--- src/rtl/sdcp_pkg.sv ---
package sdcp_pkg;
  typedef enum logic [2:0] {
    CMD_NOP = 3'd0,
    CMD_ACT = 3'd1,
    CMD_RD  = 3'd2,
    CMD_WR  = 3'd3,
    CMD_PRE = 3'd4,
    CMD_REF = 3'd5,
    CMD_SRX = 3'd6
  } cmd_e;

  // fixed bank-to-bank activate spacing
  localparam int unsigned RRD_CYCLES = 2;
endpackage

--- src/rtl/sdcp_bank.sv ---
module sdcp_bank #(
  parameter int unsigned TW    = 4,
  parameter int unsigned TAG_W = 14
) (
  input  logic             clk_i,
  input  logic             rst_ni,
  input  logic             act_i,
  input  logic             rdwr_i,
  input  logic             wr_sel_i,
  input  logic             close_i,
  input  logic [TAG_W-1:0] tag_i,
  input  logic [TW-1:0]    rcd_i,
  input  logic [TW-1:0]    pta_i,
  input  logic [TW-1:0]    rtp_i,
  input  logic [TW-1:0]    wtp_i,
  output logic             open_o,
  output logic [TAG_W-1:0] tag_o,
  output logic             rcd_ok_o,
  output logic             pta_ok_o,
  output logic             close_due_o
);
  logic             open_q, armed_q;
  logic [TAG_W-1:0] tag_q;
  logic [TW-1:0]    rcd_q, pta_q, pc_q;

  // gap N loads N-1 so the follow-up is legal exactly N cycles later
  function automatic logic [TW-1:0] ld(input logic [TW-1:0] v);
    return (v == '0) ? '0 : v - 1'b1;
  endfunction

  function automatic logic [TW-1:0] dec(input logic [TW-1:0] v);
    return (v == '0) ? '0 : v - 1'b1;
  endfunction

  always_ff @(posedge clk_i or negedge rst_ni) begin
    if (!rst_ni) begin
      open_q  <= 1'b0;
      armed_q <= 1'b0;
      tag_q   <= '0;
      rcd_q   <= '0;
      pta_q   <= '0;
      pc_q    <= '0;
    end else begin
      rcd_q <= act_i   ? ld(rcd_i) : dec(rcd_q);
      pta_q <= close_i ? ld(pta_i) : dec(pta_q);
      if (rdwr_i)       pc_q <= ld(wr_sel_i ? wtp_i : rtp_i);
      else if (armed_q) pc_q <= dec(pc_q);
      if (act_i) begin
        open_q <= 1'b1;
        tag_q  <= tag_i;
      end
      if (rdwr_i && open_q) armed_q <= 1'b1;
      if (close_i) begin
        open_q  <= 1'b0;
        armed_q <= 1'b0;
      end
    end
  end

  assign open_o      = open_q;
  assign tag_o       = tag_q;
  assign rcd_ok_o    = (rcd_q == '0);
  assign pta_ok_o    = (pta_q == '0);
  assign close_due_o = armed_q && open_q && (pc_q == '0);
endmodule

--- src/rtl/sdcp_glob.sv ---
module sdcp_glob #(
  parameter int unsigned TW     = 4,
  parameter int unsigned BANK_W = 2
) (
  input  logic              clk_i,
  input  logic              rst_ni,
  input  logic              act_i,
  input  logic [BANK_W-1:0] act_bank_i,
  input  logic              ref_i,
  input  logic              srx_i,
  input  logic [TW-1:0]     rfta_i,
  input  logic [TW-1:0]     srex_i,
  output logic              rfta_ok_o,
  output logic              srex_ok_o,
  output logic              rrd_busy_o,
  output logic [BANK_W-1:0] last_bank_o
);
  import sdcp_pkg::*;

  localparam int unsigned RRD_W = $clog2(RRD_CYCLES) + 1;

  logic [TW-1:0]     rfta_q, srex_q;
  logic [RRD_W-1:0]  rrd_q;
  logic [BANK_W-1:0] last_q;

  always_ff @(posedge clk_i or negedge rst_ni) begin
    if (!rst_ni) begin
      rfta_q <= '0;
      srex_q <= '0;
      rrd_q  <= '0;
      last_q <= '0;
    end else begin
      if (ref_i)               rfta_q <= (rfta_i == '0) ? '0 : rfta_i - 1'b1;
      else if (rfta_q != '0)   rfta_q <= rfta_q - 1'b1;
      if (srx_i)               srex_q <= (srex_i == '0) ? '0 : srex_i - 1'b1;
      else if (srex_q != '0)   srex_q <= srex_q - 1'b1;
      if (act_i) begin
        rrd_q  <= RRD_W'(RRD_CYCLES - 1);
        last_q <= act_bank_i;
      end else if (rrd_q != '0) begin
        rrd_q <= rrd_q - 1'b1;
      end
    end
  end

  assign rfta_ok_o   = (rfta_q == '0);
  assign srex_ok_o   = (srex_q == '0);
  assign rrd_busy_o  = (rrd_q != '0);
  assign last_bank_o = last_q;
endmodule

--- src/rtl/sdcp_arb.sv ---
module sdcp_arb #(
  parameter int unsigned NUM_BANKS = 4,
  parameter int unsigned BANK_W    = 2,
  parameter int unsigned TAG_W     = 14
) (
  input  logic                            req_valid_i,
  input  logic [2:0]                      req_cmd_i,
  input  logic [BANK_W-1:0]               req_bank_i,
  input  logic [TAG_W-1:0]                req_tag_i,
  input  logic                            col9_i,
  input  logic                            auto_i,
  input  logic [NUM_BANKS-1:0]            open_i,
  input  logic [NUM_BANKS-1:0][TAG_W-1:0] tag_i,
  input  logic [NUM_BANKS-1:0]            rcd_ok_i,
  input  logic [NUM_BANKS-1:0]            pta_ok_i,
  input  logic [NUM_BANKS-1:0]            close_due_i,
  input  logic                            rfta_ok_i,
  input  logic                            srex_ok_i,
  input  logic                            rrd_busy_i,
  input  logic [BANK_W-1:0]               last_bank_i,
  output logic                            ready_o,
  output logic                            hit_o,
  output logic                            ap_fire_o,
  output logic [BANK_W-1:0]               ap_bank_o
);
  import sdcp_pkg::*;

  logic due_any, row_match, is_rdwr, cmd_ok;

  // lowest due bank wins the precharge slot
  always_comb begin
    due_any   = 1'b0;
    ap_bank_o = '0;
    for (int i = NUM_BANKS - 1; i >= 0; i--) begin
      if (close_due_i[i]) begin
        due_any   = 1'b1;
        ap_bank_o = BANK_W'(i);
      end
    end
  end

  assign ap_fire_o = due_any && !auto_i;

  always_comb begin
    if (col9_i) row_match = (tag_i[req_bank_i][TAG_W-1:1] == req_tag_i[TAG_W-1:1]);
    else        row_match = (tag_i[req_bank_i] == req_tag_i);
  end

  assign is_rdwr = (req_cmd_i == CMD_RD) || (req_cmd_i == CMD_WR);
  assign hit_o   = req_valid_i && is_rdwr && open_i[req_bank_i] && row_match
                   && !close_due_i[req_bank_i] && !auto_i;

  always_comb begin
    unique case (req_cmd_i)
      CMD_ACT: cmd_ok = !open_i[req_bank_i] && pta_ok_i[req_bank_i]
                        && !close_due_i[req_bank_i] && rfta_ok_i
                        && !(rrd_busy_i && (last_bank_i != req_bank_i));
      CMD_RD,
      CMD_WR:  cmd_ok = rcd_ok_i[req_bank_i];
      default: cmd_ok = 1'b1;
    endcase
  end

  assign ready_o = cmd_ok && srex_ok_i && !ap_fire_o;
endmodule

--- src/rtl/sdram_cmd_pacer.sv ---
module sdram_cmd_pacer #(
  parameter int unsigned NUM_BANKS = 4,
  parameter int unsigned ADDR_W    = 22,
  parameter int unsigned TW        = 4
) (
  input  logic                         clk_i,
  input  logic                         rst_ni,
  input  logic [TW-1:0]                act_rw_gap_i,
  input  logic [TW-1:0]                ref_act_gap_i,
  input  logic [TW-1:0]                rd_pre_gap_i,
  input  logic [TW-1:0]                wr_pre_gap_i,
  input  logic [TW-1:0]                pre_act_gap_i,
  input  logic [TW-1:0]                srx_gap_i,
  input  logic                         auto_pre_i,
  input  logic                         col9_i,
  input  logic                         req_valid_i,
  input  logic [2:0]                   req_cmd_i,
  input  logic [$clog2(NUM_BANKS)-1:0] req_bank_i,
  input  logic [ADDR_W-1:0]            req_addr_i,
  output logic                         req_ready_o,
  output logic                         page_hit_o,
  output logic                         cmd_valid_o,
  output logic [2:0]                   cmd_o,
  output logic [$clog2(NUM_BANKS)-1:0] cmd_bank_o
);
  import sdcp_pkg::*;

  localparam int unsigned BANK_W = $clog2(NUM_BANKS);
  localparam int unsigned TAG_W  = ADDR_W - 8;
  localparam int unsigned AGE_W  = TW + 1;
  localparam logic [AGE_W-1:0] AGE_MAX = AGE_W'(1 << TW);

  logic [TAG_W-1:0]                req_tag;
  logic [NUM_BANKS-1:0]            open_v, rcd_ok_v, pta_ok_v, due_v, close_v;
  logic [NUM_BANKS-1:0][TAG_W-1:0] tag_v;
  logic                            rfta_ok, srex_ok, rrd_busy, ap_fire, ready, gnt;
  logic [BANK_W-1:0]               last_bank, ap_bank;
  logic                            g_act, g_rdwr, g_pre, g_ref, g_srx;

  assign req_tag = req_addr_i[ADDR_W-1:8];
  assign gnt     = req_valid_i && ready;
  assign g_act   = gnt && (req_cmd_i == CMD_ACT);
  assign g_rdwr  = gnt && ((req_cmd_i == CMD_RD) || (req_cmd_i == CMD_WR));
  assign g_pre   = gnt && (req_cmd_i == CMD_PRE);
  assign g_ref   = gnt && (req_cmd_i == CMD_REF);
  assign g_srx   = gnt && (req_cmd_i == CMD_SRX);

  for (genvar b = 0; b < NUM_BANKS; b++) begin : g_bank
    logic sel;
    assign sel = (req_bank_i == BANK_W'(b));
    // closed by request, by timer precharge, or silently in auto mode
    assign close_v[b] = (g_pre && sel) || (ap_fire && (ap_bank == BANK_W'(b)))
                        || (auto_pre_i && due_v[b]);
    sdcp_bank #(.TW(TW), .TAG_W(TAG_W)) i_bank (
      .clk_i       (clk_i),
      .rst_ni      (rst_ni),
      .act_i       (g_act && sel),
      .rdwr_i      (g_rdwr && sel),
      .wr_sel_i    (req_cmd_i == CMD_WR),
      .close_i     (close_v[b]),
      .tag_i       (req_tag),
      .rcd_i       (act_rw_gap_i),
      .pta_i       (pre_act_gap_i),
      .rtp_i       (rd_pre_gap_i),
      .wtp_i       (wr_pre_gap_i),
      .open_o      (open_v[b]),
      .tag_o       (tag_v[b]),
      .rcd_ok_o    (rcd_ok_v[b]),
      .pta_ok_o    (pta_ok_v[b]),
      .close_due_o (due_v[b])
    );
  end

  sdcp_glob #(.TW(TW), .BANK_W(BANK_W)) i_glob (
    .clk_i       (clk_i),
    .rst_ni      (rst_ni),
    .act_i       (g_act),
    .act_bank_i  (req_bank_i),
    .ref_i       (g_ref),
    .srx_i       (g_srx),
    .rfta_i      (ref_act_gap_i),
    .srex_i      (srx_gap_i),
    .rfta_ok_o   (rfta_ok),
    .srex_ok_o   (srex_ok),
    .rrd_busy_o  (rrd_busy),
    .last_bank_o (last_bank)
  );

  sdcp_arb #(.NUM_BANKS(NUM_BANKS), .BANK_W(BANK_W), .TAG_W(TAG_W)) i_arb (
    .req_valid_i (req_valid_i),
    .req_cmd_i   (req_cmd_i),
    .req_bank_i  (req_bank_i),
    .req_tag_i   (req_tag),
    .col9_i      (col9_i),
    .auto_i      (auto_pre_i),
    .open_i      (open_v),
    .tag_i       (tag_v),
    .rcd_ok_i    (rcd_ok_v),
    .pta_ok_i    (pta_ok_v),
    .close_due_i (due_v),
    .rfta_ok_i   (rfta_ok),
    .srex_ok_i   (srex_ok),
    .rrd_busy_i  (rrd_busy),
    .last_bank_i (last_bank),
    .ready_o     (ready),
    .hit_o       (page_hit_o),
    .ap_fire_o   (ap_fire),
    .ap_bank_o   (ap_bank)
  );

  assign req_ready_o = ready;
  assign cmd_valid_o = ap_fire || (gnt && (req_cmd_i != CMD_NOP));
  assign cmd_o       = ap_fire ? CMD_PRE : (cmd_valid_o ? req_cmd_i : CMD_NOP);
  assign cmd_bank_o  = ap_fire ? ap_bank : (cmd_valid_o ? req_bank_i : '0);

  // ---- independent gap monitors for the assertions ----
  function automatic logic [AGE_W-1:0] eff(input logic [TW-1:0] v);
    return (v == '0) ? AGE_W'(1) : AGE_W'(v);
  endfunction

  logic [AGE_W-1:0]  ref_age, ref_need, srx_age, srx_need, any_act_age;
  logic [BANK_W-1:0] chk_last;

  always_ff @(posedge clk_i or negedge rst_ni) begin
    if (!rst_ni) begin
      ref_age <= AGE_MAX; ref_need <= AGE_W'(1);
      srx_age <= AGE_MAX; srx_need <= AGE_W'(1);
      any_act_age <= AGE_MAX; chk_last <= '0;
    end else begin
      if (g_ref) begin ref_age <= AGE_W'(1); ref_need <= eff(ref_act_gap_i); end
      else if (ref_age != AGE_MAX) ref_age <= ref_age + 1'b1;
      if (g_srx) begin srx_age <= AGE_W'(1); srx_need <= eff(srx_gap_i); end
      else if (srx_age != AGE_MAX) srx_age <= srx_age + 1'b1;
      if (g_act) begin any_act_age <= AGE_W'(1); chk_last <= req_bank_i; end
      else if (any_act_age != AGE_MAX) any_act_age <= any_act_age + 1'b1;
    end
  end

  a_r2_ref_to_act: assert property (@(posedge clk_i) disable iff (!rst_ni)
    g_act |-> (ref_age >= ref_need));
  a_r8_srx_hold: assert property (@(posedge clk_i) disable iff (!rst_ni)
    (gnt && (req_cmd_i != CMD_NOP)) |-> (srx_age >= srx_need));
  a_r9_bank_spacing: assert property (@(posedge clk_i) disable iff (!rst_ni)
    (g_act && (req_bank_i != chk_last)) |-> (any_act_age >= AGE_W'(RRD_CYCLES)));

  for (genvar b = 0; b < NUM_BANKS; b++) begin : g_chk
    logic [AGE_W-1:0] act_age, act_need, cls_age, cls_need;
    logic             hit_b;
    assign hit_b = (req_bank_i == BANK_W'(b));
    always_ff @(posedge clk_i or negedge rst_ni) begin
      if (!rst_ni) begin
        act_age <= AGE_MAX; act_need <= AGE_W'(1);
        cls_age <= AGE_MAX; cls_need <= AGE_W'(1);
      end else begin
        if (g_act && hit_b) begin act_age <= AGE_W'(1); act_need <= eff(act_rw_gap_i); end
        else if (act_age != AGE_MAX) act_age <= act_age + 1'b1;
        if (close_v[b]) begin cls_age <= AGE_W'(1); cls_need <= eff(pre_act_gap_i); end
        else if (cls_age != AGE_MAX) cls_age <= cls_age + 1'b1;
      end
    end
    a_r1_act_to_rw: assert property (@(posedge clk_i) disable iff (!rst_ni)
      (g_rdwr && hit_b) |-> (act_age >= act_need));
    a_r3_close_to_act: assert property (@(posedge clk_i) disable iff (!rst_ni)
      (g_act && hit_b) |-> (cls_age >= cls_need));
  end
endmodule

--- config.mk ---
export PLATFORM = sky130hd
export DESIGN_NAME = sdram_cmd_pacer
export DESIGN_NICKNAME = d
export VERILOG_FILES = /design/src/rtl/sdcp_pkg.sv /design/src/rtl/sdcp_bank.sv /design/src/rtl/sdcp_glob.sv /design/src/rtl/sdcp_arb.sv /design/src/rtl/sdram_cmd_pacer.sv
export SDC_FILE = /design/constraint.sdc
export NUM_CORES = 1
export LEC_CHECK = 0
export ABC_AREA = 1
export BUFFER_PORTS_ARGS = -buffer_cell sky130_fd_sc_hd__buf_2
export CORE_UTILIZATION = 50
export CTS_CLUSTER_DIAMETER = 100
export DETAILED_ROUTE_END_ITERATION = 12
export PLACE_DENSITY = 0.69
export REMOVE_ABC_BUFFERS = 1
export SETUP_SLACK_MARGIN = 0.1
export SYNTH_ARGS = -nofsm -noshare
export SYNTH_HDL_FRONTEND = slang
export SYNTH_SLANG_ARGS = --single-unit
--- constraint.sdc ---
create_clock -name clk_i -period 6.2 [get_ports clk_i]
set_input_delay 0.31 -clock clk_i [delete_from_list [all_inputs] [get_ports clk_i]]
set_output_delay 0.31 -clock clk_i [all_outputs]
set_load 0.05 [all_outputs]
==> out/qor.txt <==
=========================================================================
Critical path's slowest cell                                      dfrtp_1
Total of cells resized after clock tree synthesis                       0
Final period util                                                   50.4%
Cell taking the most area after synthesis                         dfrtp_1
Site row count                                                         42
Final number of setup-violating endpoints                               0
TritonCTS clock tree                                                built
Nets                                                                 1016
Crit path arrival time                                            2.81 ns
Startpoint of the worst-slack reg-to-reg timing path         i_glob.rfta_q[0]$_DFFE_PN0P_
Maximum fanout along the worst path                                     6
Result of the run                                            finished with violations
Async set-reset flop share out of synthesis                          100%
Placer congestion estimate                                          0.857
Floorplan Core Area                                             13300 µm²
TritonRoute pass-1 iters                                                7
Least setup slack across all paths after layout                   3.08 ns
Worst-skew pair later-pin latency                                 0.42 ns
WL per Instance                                                   13.7 µm
Vias                                                                 5982
Setup repair after global routing missed its margin                    no
CTS Root Buffer Type                                            clkbuf_16
# IOs                                                                  64
Sink Count                                                            124
Standby leakage power                                             3.96 nW
Maximum clock rate                                                320 MHz
Compound-cell area share of the yosys netlist                       18.4%
Total congestion overflow after global routing                          0
Total Wirelength                                                 15700 µm
Simple-gate portion of the synthesized area                         26.2%
Number of cells after detailed placement                             1112
DP Worst Slack                                                    3.16 ns
Sum Neg Setup Slack                                                  0 ns
R2R Path End                                                 g_bank[2].i_bank.tag_o[4]$_DFFE_PN0P_
Pins Over Slew Limit                                                    0
Element type at the critical path end                         output port
GRT Total Usage                                                     24.3%
Dominant synthesized flop cell                                    dfrtp_1
Crit path max-delay family                                   simple AND/OR/NAND/NOR gates
Synth Area per Inst                                              7.65 µm²
Commonest cells in the synthesized netlist                   nand2_1, dfrtp_1, nor2_1
Final hold viol count                                                   3
Share of layout cells above drive strength 1                        13.6%
Count of flip-flops with a built-in enable after synthesis              0
Xor/xnor cell area share of the yosys netlist                       1.40%
R2r setup slk                                                     3.46 ns
Cell types with the largest area share after synthesis       dfrtp_1, nand2_1, nor2_1
Cts hold-fix bufs                                                       0
Clock tree buffer depth                                                 2
Buffer count from post-CTS setup fixing                                 0
Final cell utilization of the core                                  59.0%
Synth top area share                                                45.2%
TritonCTS buffer count                                                 17
Buffers on Ports                                                       55
Post-Route Hold Slack                                         -0.00532 ns
Sequential area share after synthesis                               45.2%
Synth warn                                                              0
Antenna violations before repair                                        0
Total cell area at the placement stage                           7230 µm²
HPWL after detailed placement                                    10500 µm
Crit Path Category                                           flip-flop to output port
Critical path's largest stage delay                               0.39 ns
VDD IR-drop max                                                  0.214 mV
Pin count of the biggest net entering global routing                   74
Hold WC Path Type                                            primary input to asynchronous set/reset pin
Detail Route Antenna Nets                                               0
First DRT Iteration DRCs                                              400
Gate Count Post-Synth                                                 898
Final clock skew                                                0.0134 ns
Main combinational cell family by area after synthesis       simple AND/OR/NAND/NOR gates
Max Cap Viol                                                            0
Worst Setup Start Kind                                          flip-flop
Overall die area                                                14200 µm²
Violated checks                                               hold timing
Min Tclk post-route                                               3.12 ns
Htree depth                                                             4
Global-route wire length before repair                           27200 µm
Required time at the endpoint of the critical path                5.89 ns
Starting utilization of the core area                               51.7%
Via count of the first global-routing pass                           5638
Final instance count without filler cells                            1144
Cells along the critical path                                inv_1 -> ha_1 -> nand2_1 -> nor2_1 -> nand2_1 -> a21oi_1 -> nand3_1 -> nand2_4 -> nand3_4 -> inv_1 -> o21ai_0 -> o21ai_0 -> buf_2
Vertical die dimension                                             119 µm
CTS clock-pin slew for the worst setup and hold paths             0.06 ns
Cell area after layout                                           7840 µm²
Final routed DRC violation total                                        0
Area growth syn-to-layout                                           14.2%
WP buf/inv                                                              3
Flops & latches, synth                                                124
Via density                                                          5.23
Most numerous cell in the Yosys netlist                           nand2_1
Adder and majority gate portion of the synthesized area            0.911%
Cell Pwr Density                                               374 nW/µm²
Count of distinct cell types in the synthesized netlist                43
Relative slew margins                                               35.1%
Die X-Extent                                                       119 µm
Post-synthesis instance area                                     6870 µm²
Reg2Reg Depth                                                          13
Portion of netlist area occupied by mux cells                      0.601%
Ant diodes                                                              0
Pin slew with the least headroom to its limit                    0.974 ns
Post-layout power                                                 2.93 mW
=========================================================================
==> layout by cell type (no fill, tap or decap), types with 6 or more instances in the layout <==
cell,n
nand3_1,27
dfrtp_1,124
a21oi_1,56
clkinv_4,6
inv_1,89
nor2_2,11
o21ai_0,56
buf_2,54
nor3_1,14
o21ai_1,61
a22oi_1,25
xor2_1,11
o21ai_2,8
nor2_1,94
nand2_1,247
clkbuf_16,17
==> worst max path at each step <==
stage	cells past startpoint	to	start	slack (ns)
2_1_floorplan	10	cmd_bank_o[0]	i_glob.srex_q[0]$_DFFE_PN0P_	3.20
3_3_place_gp	12	page_hit_o	req_bank_i[0]	3.24
3_5_place_dp	12	page_hit_o	req_bank_i[0]	3.16
4_1_cts	13	cmd_bank_o[1]	i_glob.rfta_q[0]$_DFFE_PN0P_	3.06
5_1_grt	11	cmd_bank_o[1]	i_glob.srex_q[0]$_DFFE_PN0P_	2.83
6_report	13	cmd_bank_o[0]	i_glob.rfta_q[0]$_DFFE_PN0P_	3.08
==> power breakdown <==
part / internal [mW] / switching, mW
combinational: 0.291 / 0.494
clock: 0.629 / 0.376
sequential: 1.00 / 0.144
total: 1.92 / 1.01
==> registers in the layout (all words and copies together), names as in the netlist, 4 cells and up <==
register	flops
g_bank.i_bank.armed_q	4
g_bank.i_bank.pc_q	16
i_glob.srex_q	4
g_bank.i_bank.pta_q	16
i_glob.rfta_q	4
g_bank.i_bank.open_o	4
g_bank.i_bank.rcd_q	16
g_bank.i_bank.tag_o	56
==> final cells by class <==
| class | count | area (µm²) |
|---|---|---|
| clock inverters | 11 | 135 |
| well taps | 176 | 220 |
| clock buffers | 21 | 470 |
| flip-flops and latches | 124 | 3100 |
| fillers | 1221 | 5460 |
| multi-input cells | 662 | 3270 |
| inverters | 93 | 353 |
| repair buffers | 57 | 293 |
==> per-layer routing <==
| layer | share of wire, % | vias up | wire [µm] | GRT usage (%) |
|---|---|---|---|---|
| li1 | - | 3078 | - | - |
| met1 | 46 | 2744 | 7240 | 31.5 |
| met2 | 48 | 146 | 7510 | 40.3 |
| met3 | 5.2 | 14 | 812 | 5.17 |
| met4 | 1.0 | 0 | 160 | 7.83 |
| met5 | 0 | - | 0 | 0 |
==> cell families after synthesis <==
group | after synthesis
and+or+nand+nor | 417
AOI/OAI and AO/OA | 225
DFF | 124
buffers and inverters | 112
xor gates and xnor gates | 11
adders and majority gates | 5
muxes | 4
No activity file was read; power rests on OpenSTA's default activity.
